### src/rtl/steal_dma_pkg.sv
package steal_dma_pkg;

    typedef enum logic [1:0] {
        XS_IDLE  = 2'd0,
        XS_READ  = 2'd1,
        XS_WRITE = 2'd2
    } xfer_state_e;

    // register indices inside one channel
    localparam logic [2:0] RIDX_MODE     = 3'd0;
    localparam logic [2:0] RIDX_COUNT    = 3'd1;
    localparam logic [2:0] RIDX_COUNT_RL = 3'd2;
    localparam logic [2:0] RIDX_MEM      = 3'd3;
    localparam logic [2:0] RIDX_PERIPH   = 3'd4;
    localparam logic [2:0] RIDX_MEM_RL   = 3'd5;

    // mode register bit positions
    localparam int MB_DIR  = 0;
    localparam int MB_INC  = 1;
    localparam int MB_WORD = 2;
    localparam int MB_HWEN = 3;
    localparam int MB_SEL  = 4;

endpackage

### src/rtl/steal_dma_chan.sv
module steal_dma_chan
    import steal_dma_pkg::*;
#(
    parameter int AW   = 16,
    parameter int CW   = 16,
    parameter int SELW = 3
) (
    input  logic            clk,
    input  logic            rst_n,
    input  logic            wr_en,
    input  logic [2:0]      wr_idx,
    input  logic [AW-1:0]   wr_data,
    input  logic            step,
    output logic            dir_o,
    output logic            word_o,
    output logic            hwen_o,
    output logic [SELW-1:0] sel_o,
    output logic [AW-1:0]   mem_o,
    output logic [AW-1:0]   periph_o,
    output logic            tc_o
);

    localparam int MW = MB_SEL + SELW;

    typedef struct packed {
        logic [MW-1:0] mode;
        logic [CW-1:0] cnt;
        logic [CW-1:0] cnt_rl;
        logic [AW-1:0] mem;
        logic [AW-1:0] periph;
        logic [AW-1:0] mem_rl;
        logic          tc;
    } chan_t;

    chan_t         q, d;
    logic [CW-1:0] cnt_dec;
    logic [AW-1:0] stride;

    always_comb begin
        d       = q;
        d.tc    = 1'b0;
        cnt_dec = q.cnt - CW'(1);
        stride  = q.mode[MB_WORD] ? AW'(2) : AW'(1);

        if (step) begin
            if (cnt_dec == '0) begin
                d.cnt = q.cnt_rl;
                d.mem = q.mem_rl;
                d.tc  = 1'b1;
            end else begin
                d.cnt = cnt_dec;
                if (q.mode[MB_INC]) begin
                    d.mem = q.mem + stride;
                end
            end
        end

        if (wr_en) begin
            case (wr_idx)
                RIDX_MODE:     d.mode   = wr_data[MW-1:0];
                RIDX_COUNT:    d.cnt    = wr_data[CW-1:0];
                RIDX_COUNT_RL: d.cnt_rl = wr_data[CW-1:0];
                RIDX_MEM:      d.mem    = wr_data;
                RIDX_PERIPH:   d.periph = wr_data;
                RIDX_MEM_RL:   d.mem_rl = wr_data;
                default:       ;
            endcase
        end
    end

    always_ff @(posedge clk or negedge rst_n) begin
        if (!rst_n) begin
            q <= '0;
        end else begin
            q <= d;
        end
    end

    assign dir_o    = q.mode[MB_DIR];
    assign word_o   = q.mode[MB_WORD];
    assign hwen_o   = q.mode[MB_HWEN];
    assign sel_o    = q.mode[MB_SEL +: SELW];
    assign mem_o    = q.mem;
    assign periph_o = q.periph;
    assign tc_o     = q.tc;

endmodule

### src/rtl/steal_dma_req.sv
module steal_dma_req #(
    parameter int NCH  = 4,
    parameter int NSRC = 8,
    parameter int SELW = 3
) (
    input  logic                clk,
    input  logic                rst_n,
    input  logic [NSRC-1:0]     irq_in,
    input  logic [NCH-1:0]      sw_req,
    input  logic [NCH-1:0]      hw_en,
    input  logic [NCH*SELW-1:0] src_sel,
    input  logic [NCH-1:0]      clr,
    output logic [NCH-1:0]      pend_o
);

    typedef struct packed {
        logic [NSRC-1:0] irq_prev;
        logic [NCH-1:0]  pend;
    } req_t;

    req_t            q, d;
    logic [NSRC-1:0] rise;
    logic [NCH-1:0]  hit;

    assign rise = irq_in & ~q.irq_prev;

    for (genvar c = 0; c < NCH; c++) begin : g_hit
        logic [NSRC-1:0] sel_mask;
        assign sel_mask = NSRC'(1) << src_sel[c*SELW +: SELW];
        assign hit[c]   = hw_en[c] & (|(rise & sel_mask));
    end

    always_comb begin
        d          = q;
        d.irq_prev = irq_in;
        // a new trigger in the grant cycle survives as the next request
        d.pend     = (q.pend & ~clr) | hit | sw_req;
    end

    always_ff @(posedge clk or negedge rst_n) begin
        if (!rst_n) begin
            q <= '0;
        end else begin
            q <= d;
        end
    end

    assign pend_o = q.pend;

endmodule

### src/rtl/steal_dma_arb.sv
module steal_dma_arb #(
    parameter int NCH = 4,
    parameter int IW  = 2
) (
    input  logic [NCH-1:0] req,
    output logic [NCH-1:0] gnt,
    output logic [IW-1:0]  idx,
    output logic           any
);

    always_comb begin
        gnt = '0;
        idx = '0;
        any = |req;
        // walk down so the lowest pending index is the last one kept
        for (int c = NCH - 1; c >= 0; c--) begin
            if (req[c]) begin
                gnt = NCH'(1) << c;
                idx = IW'(c);
            end
        end
    end

endmodule

### src/rtl/steal_dma.sv
module steal_dma
    import steal_dma_pkg::*;
#(
    parameter int NCH  = 4,
    parameter int NSRC = 8,
    parameter int AW   = 16,
    parameter int DW   = 16,
    parameter int CW   = 16,
    localparam int CHW  = (NCH > 1) ? $clog2(NCH) : 1,
    localparam int SELW = (NSRC > 1) ? $clog2(NSRC) : 1
) (
    input  logic            clk,
    input  logic            rst_n,
    input  logic            cfg_we,
    input  logic [CHW-1:0]  cfg_ch,
    input  logic [2:0]      cfg_idx,
    input  logic [AW-1:0]   cfg_wdata,
    input  logic [NCH-1:0]  sw_req,
    input  logic [NSRC-1:0] irq_in,
    input  logic            cpu_req,
    output logic            cpu_gnt,
    output logic            bus_valid,
    output logic            bus_we,
    output logic            bus_word,
    output logic [AW-1:0]   bus_addr,
    output logic [DW-1:0]   bus_wdata,
    input  logic [DW-1:0]   bus_rdata,
    output logic [NCH-1:0]  tc_pulse
);

    typedef struct packed {
        xfer_state_e    state;
        logic [CHW-1:0] ch;
        logic [DW-1:0]  data;
    } xfer_t;

    xfer_t                q, d;

    logic [NCH-1:0]       dir_v, word_v, hwen_v, tc_v;
    logic [NCH*SELW-1:0]  sel_flat;
    logic [AW-1:0]        mem_v    [NCH];
    logic [AW-1:0]        periph_v [NCH];
    logic [NCH-1:0]       pend_v, clr_v, step_v, arb_gnt;
    logic [CHW-1:0]       arb_idx;
    logic                 arb_any;
    logic                 cur_dir, cur_word, to_mem;

    for (genvar c = 0; c < NCH; c++) begin : g_chan
        steal_dma_chan #(
            .AW   (AW),
            .CW   (CW),
            .SELW (SELW)
        ) u_chan (
            .clk      (clk),
            .rst_n    (rst_n),
            .wr_en    (cfg_we && (cfg_ch == CHW'(c))),
            .wr_idx   (cfg_idx),
            .wr_data  (cfg_wdata),
            .step     (step_v[c]),
            .dir_o    (dir_v[c]),
            .word_o   (word_v[c]),
            .hwen_o   (hwen_v[c]),
            .sel_o    (sel_flat[c*SELW +: SELW]),
            .mem_o    (mem_v[c]),
            .periph_o (periph_v[c]),
            .tc_o     (tc_v[c])
        );
    end

    steal_dma_req #(
        .NCH  (NCH),
        .NSRC (NSRC),
        .SELW (SELW)
    ) u_req (
        .clk     (clk),
        .rst_n   (rst_n),
        .irq_in  (irq_in),
        .sw_req  (sw_req),
        .hw_en   (hwen_v),
        .src_sel (sel_flat),
        .clr     (clr_v),
        .pend_o  (pend_v)
    );

    steal_dma_arb #(
        .NCH (NCH),
        .IW  (CHW)
    ) u_arb (
        .req (pend_v),
        .gnt (arb_gnt),
        .idx (arb_idx),
        .any (arb_any)
    );

    assign cur_dir  = dir_v[q.ch];
    assign cur_word = word_v[q.ch];

    always_comb begin
        d      = q;
        clr_v  = '0;
        step_v = '0;
        case (q.state)
            XS_IDLE: begin
                if (arb_any) begin
                    d.state = XS_READ;
                    d.ch    = arb_idx;
                    clr_v   = arb_gnt;
                end
            end
            XS_READ: begin
                d.data  = cur_word ? bus_rdata
                                   : {{(DW-8){1'b0}}, bus_rdata[7:0]};
                d.state = XS_WRITE;
            end
            XS_WRITE: begin
                step_v  = NCH'(1) << q.ch;
                d.state = XS_IDLE;
            end
            default: d.state = XS_IDLE;
        endcase
    end

    always_ff @(posedge clk or negedge rst_n) begin
        if (!rst_n) begin
            q <= '{state: XS_IDLE, ch: '0, data: '0};
        end else begin
            q <= d;
        end
    end

    always_comb begin
        bus_valid = (q.state != XS_IDLE);
        bus_we    = (q.state == XS_WRITE);
        to_mem    = bus_we ^ cur_dir;
        bus_addr  = '0;
        if (bus_valid) begin
            bus_addr = to_mem ? mem_v[q.ch] : periph_v[q.ch];
        end
        bus_wdata = bus_we ? q.data : '0;
        bus_word  = bus_valid & cur_word;
        cpu_gnt   = cpu_req & (q.state == XS_IDLE) & ~arb_any;
    end

    assign tc_pulse = tc_v;

endmodule

### config.mk
export PLATFORM = sky130hd
export DESIGN_NAME = steal_dma
export DESIGN_NICKNAME = d
export VERILOG_FILES = /design/src/rtl/steal_dma_pkg.sv /design/src/rtl/steal_dma_chan.sv /design/src/rtl/steal_dma_req.sv /design/src/rtl/steal_dma_arb.sv /design/src/rtl/steal_dma.sv
export SDC_FILE = /design/constraint.sdc
export NUM_CORES = 1
export LEC_CHECK = 0
export BUFFER_PORTS_ARGS = -buffer_cell sky130_fd_sc_hd__buf_2
export CORE_MARGIN = 3
export CORE_UTILIZATION = 62
export DETAILED_ROUTE_END_ITERATION = 16
export PLACE_DENSITY = 0.8
export SYNTH_ARGS = -nofsm -noshare
export SYNTH_HDL_FRONTEND = slang
export SYNTH_SLANG_ARGS = --single-unit
### constraint.sdc
create_clock -name clk -period 3.86 [get_ports clk]
set_clock_uncertainty 0.05 [all_clocks]
set_input_delay 0 -clock clk [delete_from_list [all_inputs] [get_ports clk]]
set_output_delay 0 -clock clk [all_outputs]
set_load 0.02 [all_outputs]
# Yosys cells after proc, flatten, opt, wreduce, memory -nomap -nowiden
# Index checks and enable logic that the tools add are counted.
# totals
elab_cells,196
regBits,384
input_bits,53
out_inout_bits,40
# classes
addsub,8
n_shift,5
eq_ne,11
mux,83
n_reduce_logical,34
magnitude_cmp,2
bitwise_logic,20
# op_table
cell,count
2-to-1 mux 16 bit,48
2-to-1 mux 80 bit,4
adder 16 bit,4
binary-select mux 16 bit (select 2 bit),2
logical NOT 16 bit,4
subtractor 16 x 1 -> 16 bit (second input constant),4
AND 8 bit,5
AND reduction 2 bit,17
2-to-1 mux 4 bit,8
OR reduction 8 bit,4
left shift 1 x 3 -> 8 bit (first input constant),4
2-to-1 mux 2 bit,8
2-to-1 mux 1 bit,10
NOT 8 bit,1
OR 4 bit,2
AND 1 bit,7
equality test 2 bit (second input constant),3
equality test 3 x 2 -> 1 bit (second input constant),2
equality test 3 bit (second input constant),2
AND 4 bit,1
binary-select mux 1 bit (select 2 bit),2
equality test 2 x 1 -> 1 bit (second input constant),2
logical AND 1 bit,4
logical NOT 2 bit,2
13 further kinds,13

# Logic depth before layout (Yosys ltp)
# logic_depth
depth_word,10
depth_mapped,14
depth_no_buf,12

# By module
# Synthesis repeated with hierarchy kept, for this count alone.
# unflattened
hier_cells,2179
hier_area_um2,22749.3
# modules_own_cells
mod,area_each_um2,cells_per_inst,n_inst,seq_area_each_um2
steal_dma_chan (g_chan[0].u_chan),4991.0,485,1,2202.1
steal_dma_chan (g_chan[1].u_chan),4942.2,499,1,2202.1
steal_dma_chan (g_chan[2].u_chan),4911.0,469,1,2202.1
steal_dma_chan (g_chan[3].u_chan),4832.1,477,1,2202.1
steal_dma,2278.4,195,1,500.5
steal_dma_req,735.7,44,1,300.3
steal_dma_arb,58.8,10,1,0.0

# Worst setup path before layout
# OpenSTA, ideal clock, no wires.
# synth_path
kind,flip-flop to flip-flop
from,register g_chan[3].u_chan.q[65] in the netlist's numbering
to,register g_chan[3].u_chan.q (netlist bit g_chan[3].u_chan.mem_o[1])
setup_ps,104
path_stages_with_launch,14
path_slack_ps,920
required_ps,3706
path_buffers,3
t_arrival_ps,2786
cell_sequence,dfrtp_1 > inv_1 > ha_1 > clkbuf_2 > or3b_2 > nor3_1 > a311oi_1 > and4b_4 > nand2_1 > buf_4 > buf_2 > nand3_1 > o21ai_0 > a221oi_1
# synth_lines
item,line_no,source
from (decl),steal_dma_chan.sv:35,"chan_t q, d;"
from (signal assigned),steal_dma_chan.sv:73,q <= '0;
from (signal assigned),steal_dma_chan.sv:75,q <= d;

==> key figures <==
Status
  • Status: finished clean

Critical path
  • Buffers plus inverters on the worst setup path: 2
  • Worst-path cell chain: inv_1, ha_1, or3b_2, nor3_1, a311oi_1, and4b_4, nand2_1, buf_4, o22a_1, o22ai_1, o21ai_0
  • Critical path origin: g_chan[3].u_chan.q[65]
  • Worst endpoint required time: 4.19 ns
  • Path type of the worst setup path: reg2reg
  • Crit path capture type: flop
  • R2R Path Start: g_chan[3].u_chan.q[65]
  • Crit-path slowest cell: or3b_2
  • Critical Path End: g_chan[3].u_chan.q[69]
  • FF-to-FF End: g_chan[3].u_chan.q[69]
  • Crit-path max FO: 19
  • Stages on worst setup path: 11
  • CP top delay family: simple AND/OR/NAND/NOR gates
  • Crit start category: flop
  • R2R depth: 11
  • Flop2flop setup slack: 0.26 ns
  • CP peak stage delay: 0.51 ns
  • WP data arrival: 3.93 ns

Place
  • Buffers added on ports: 92
  • Final GP Congestion: 0.9405
  • Post-DP HPWL: 36340 um
  • Dpl cells: 2454

Timing
  • Setup TNS: 0 ns
  • Worst slew margin: 20.16%
  • Final setup viols: 0
  • Period utilization: 93.33%
  • Max Clk Rate: 277.6 MHz
  • Worst-margin pin slew: 1.193 ns
  • Final Max Tran Viols: 0
  • Tmin final: 3.603 ns
  • Final hold violation count: 0
  • RSZ-0062 raised after global routing: no
  • Min Hold Slack: 0.04804 ns

Global route
  • Number of global-route vias before repair: 16530
  • Gr usage total: 31.63%
  • Total grt overflow: 0
  • Largest net degree at the start of global routing: 116
  • Initial antenna violation count: 4
  • First-pass GRT wire length: 90270 um

Floorplanning
  • Die outline height: 189.3 um
  • Full die area: 35840 sq um
  • Row count: 66
  • Initial core utilization: 63.40%
  • Io pins: 93
  • Std-Cell Core Area: 32870 sq um
  • Die Span X: 189.3 um

Synthesis
  • Ranking of synthesized cells by area: dfrtp_1, mux2_2, mux4_2
  • Post-synth top area cell: dfrtp_1
  • Synth unique cells: 86
  • Post-synthesis share of cell area spent on and, or, nand and nor gates: 15.17%
  • Async SR Flop Fraction: 100.0%
  • Top FF cell, synth: dfrtp_1
  • Syn Area/Cell: 10.29 sq um
  • XOR/XNOR Fraction of Synth Area: 1.933%
  • Seq/Total Area, Yosys: 46.12%
  • Cells after Synth: 2025
  • Mux cell area share after synthesis: 18.88%
  • Share of Yosys cell area claimed by the top area cell type: 46.12%
  • YS warnings: 0
  • Largest family of logic cells by synthesized area: multiplexers
  • Netlist Area Pre-Place: 20840 sq um
  • Post-synthesis compound-gate area fraction: 12.81%
  • Net count after synthesis: 2098
  • Adder-Cell Fraction of Synth Area: 1.345%
  • Post-synth EDFFs: 0
  • Synth Register Bits: 384

Cells and area
  • Final net count: 2173
  • Most frequent cells in the layout: dfrtp_1, mux2_2, nand2_1, nor2_1, a21oi_1
  • Final Util: 71.23%
  • Fin cells: 2575
  • Leading cell type in the layout, fill and taps excluded: dfrtp_1
  • P&R area growth vs syn: 12.35%
  • Storage element area: 9610 sq um
  • Fill cell total of the finished layout: 2376
  • Area of the multi-input gates: 10470 sq um
  • Layout cells sized above 1: 24.12%

Power and ir drop
  • Clock share of power: 33.5%
  • Flop pwr share: 46.7%
  • Cell Int Power: 8.286 mW
  • VDD IR max: 0.4181 mV
  • NetSw: 3.603 mW
  • Power Density: 507.8 nW/um^2
  • Sw Ratio: 30.31%
  • Leak Pwr: 9.869 nW
  • Logic pwr share: 19.9%

CTS
  • Setup bufs post-CTS: 0
  • H-Tree Depth: 2
  • CTS Buffer Depth: 3
  • Clock root buffer: clkbuf_16
  • Clk sinks: 384
  • Reg clk slew, reported paths: 0.06 ns
  • Num CTS Buffers: 41
  • Clk_lat worst skew: 0.55 ns
  • TritonCTS clock tree: yes

Drt
  • 1st-pass router iterations: 8
  • DR vias: 16650
  • Detail Route Antenna Nets: 0
  • DRC: 0
  • Final wirelength: 56770 um
  • WL/cell: 22.05 um
  • DR vias/cell: 6.466
  • First-iteration detailed-routing DRC count: 1485

Job
  • Max-cap violation count: 0

Worst hold path
  • Hold Path Class: in2reg
-- routing by layer --
layer	up-vias	routed length [um]	GRT usage, %
met1	8256	22200	41.90
li1	7477	-	-
met3	180	4703	5.184
met2	733	27200	51.84
met5	-	21	0
met4	4	2641	14.16
-- metrics by stage --
| stage | area (sq um) | power, mW | worst slack [ns] |
|---|---|---|---|
| 2_1_floorplan | 20840 | 7.063 | 0.9204 |
| 3_3_place_gp | 21600 | 7.714 | 0.3768 |
| 3_5_place_dp | 21600 | 7.864 | 0.3244 |
| 4_1_cts | 23410 | 11.90 | 0.2974 |
| 5_1_grt | 23410 | 12.43 | 0.06186 |
| 6_report | 23410 | 11.89 | 0.2574 |
-- kinds of logic (layout without fill, tap and decap cells) --
kind of cell | count (synthesis) | after routing
adders and majority gates | 20 | 20
xor gates and xnor gates | 46 | 46
and+or+nand+nor | 626 | 626
DFF | 384 | 384
buffers and inverters | 191 | 297
other | 0 | 2
muxes | 313 | 313
AOI/OAI and AO/OA | 445 | 445
-- registers in the layout (all words and copies together), names as in the netlist --
| signal | cells |
|---|---|
| q | 20 |
| u_req.q | 8 |
| g_chan.u_chan.periph_o | 64 |
| g_chan.u_chan.mem_o | 64 |
| u_req.pend_o | 4 |
| g_chan.u_chan.q | 196 |
| g_chan.u_chan.sel_o | 12 |
| g_chan.u_chan.hwen_o | 4 |
| g_chan.u_chan.word_o | 4 |
| g_chan.u_chan.tc_o | 4 |
| g_chan.u_chan.dir_o | 4 |
-- timing repair --
item / CTS / global route
gates resized for setup: 0 / 0
hold buffers: 45 / 0
hold endpoints to repair: 221 / 0
-- Yosys cell counts (all sizes together) (6+ instances only) --
cell	instances
or4	6
nand2b	13
buf	21
mux4	40
a211oi	9
xnor2	29
nand2	174
o21ai	142
o31ai	12
clkbuf	121
a31oi	18
mux2i	32
nand3	60
nor4b	7
inv	49
o2bb2ai	7
o22ai	26
a21oi	147
a21o	11
and3	23
o21a	13
nor3b	14
nor2	158
nor3	35
a221oi	9
mux2	241
and2	30
nand4	17
nor4	19
xor2	17
dfrtp	384
or2	8
o211ai	10
or3	22
nand3b	14
nor2b	10
ha	16
-- how the worst min path moves through the flow --
stage               cells past startpoint                      to  slack (ns)       from
floorplan                               0  g_chan[0].u_chan.dir_o       -0.35      rst_n
global placement                        1              u_req.q[5]        0.07  irq_in[1]
detailed placement                      1              u_req.q[7]        0.07  irq_in[3]
CTS                                     2              u_req.q[7]        0.04  irq_in[3]
global route                            2              u_req.q[5]        0.05  irq_in[1]
finish                                  2              u_req.q[5]        0.05  irq_in[1]
-- layout make-up --
cell class	instances	share of cell area (%)
Multi-Input combinational cell	1450	44.71
Tap cell	442	2.362
Clock inverter	17	0.8124
Inverter	49	0.7856
Clock buffer	57	4.981
Timing Repair Buffer	174	5.280
Sequential cell	384	41.05
Antenna cell	2	0.02138
-- power groups by stage --
stage | logic, mW | clock network [mW] | registers (mW)
3_5_place_dp | 2.29 | 0 | 5.57
3_3_place_gp | 2.19 | 0 | 5.53
4_1_cts | 2.35 | 4.04 | 5.52
5_1_grt | 2.61 | 4.19 | 5.64
6_report | 2.36 | 3.98 | 5.55
2_1_floorplan | 1.81 | 0 | 5.26
Note: power is estimated with default switching activity, not from simulation.
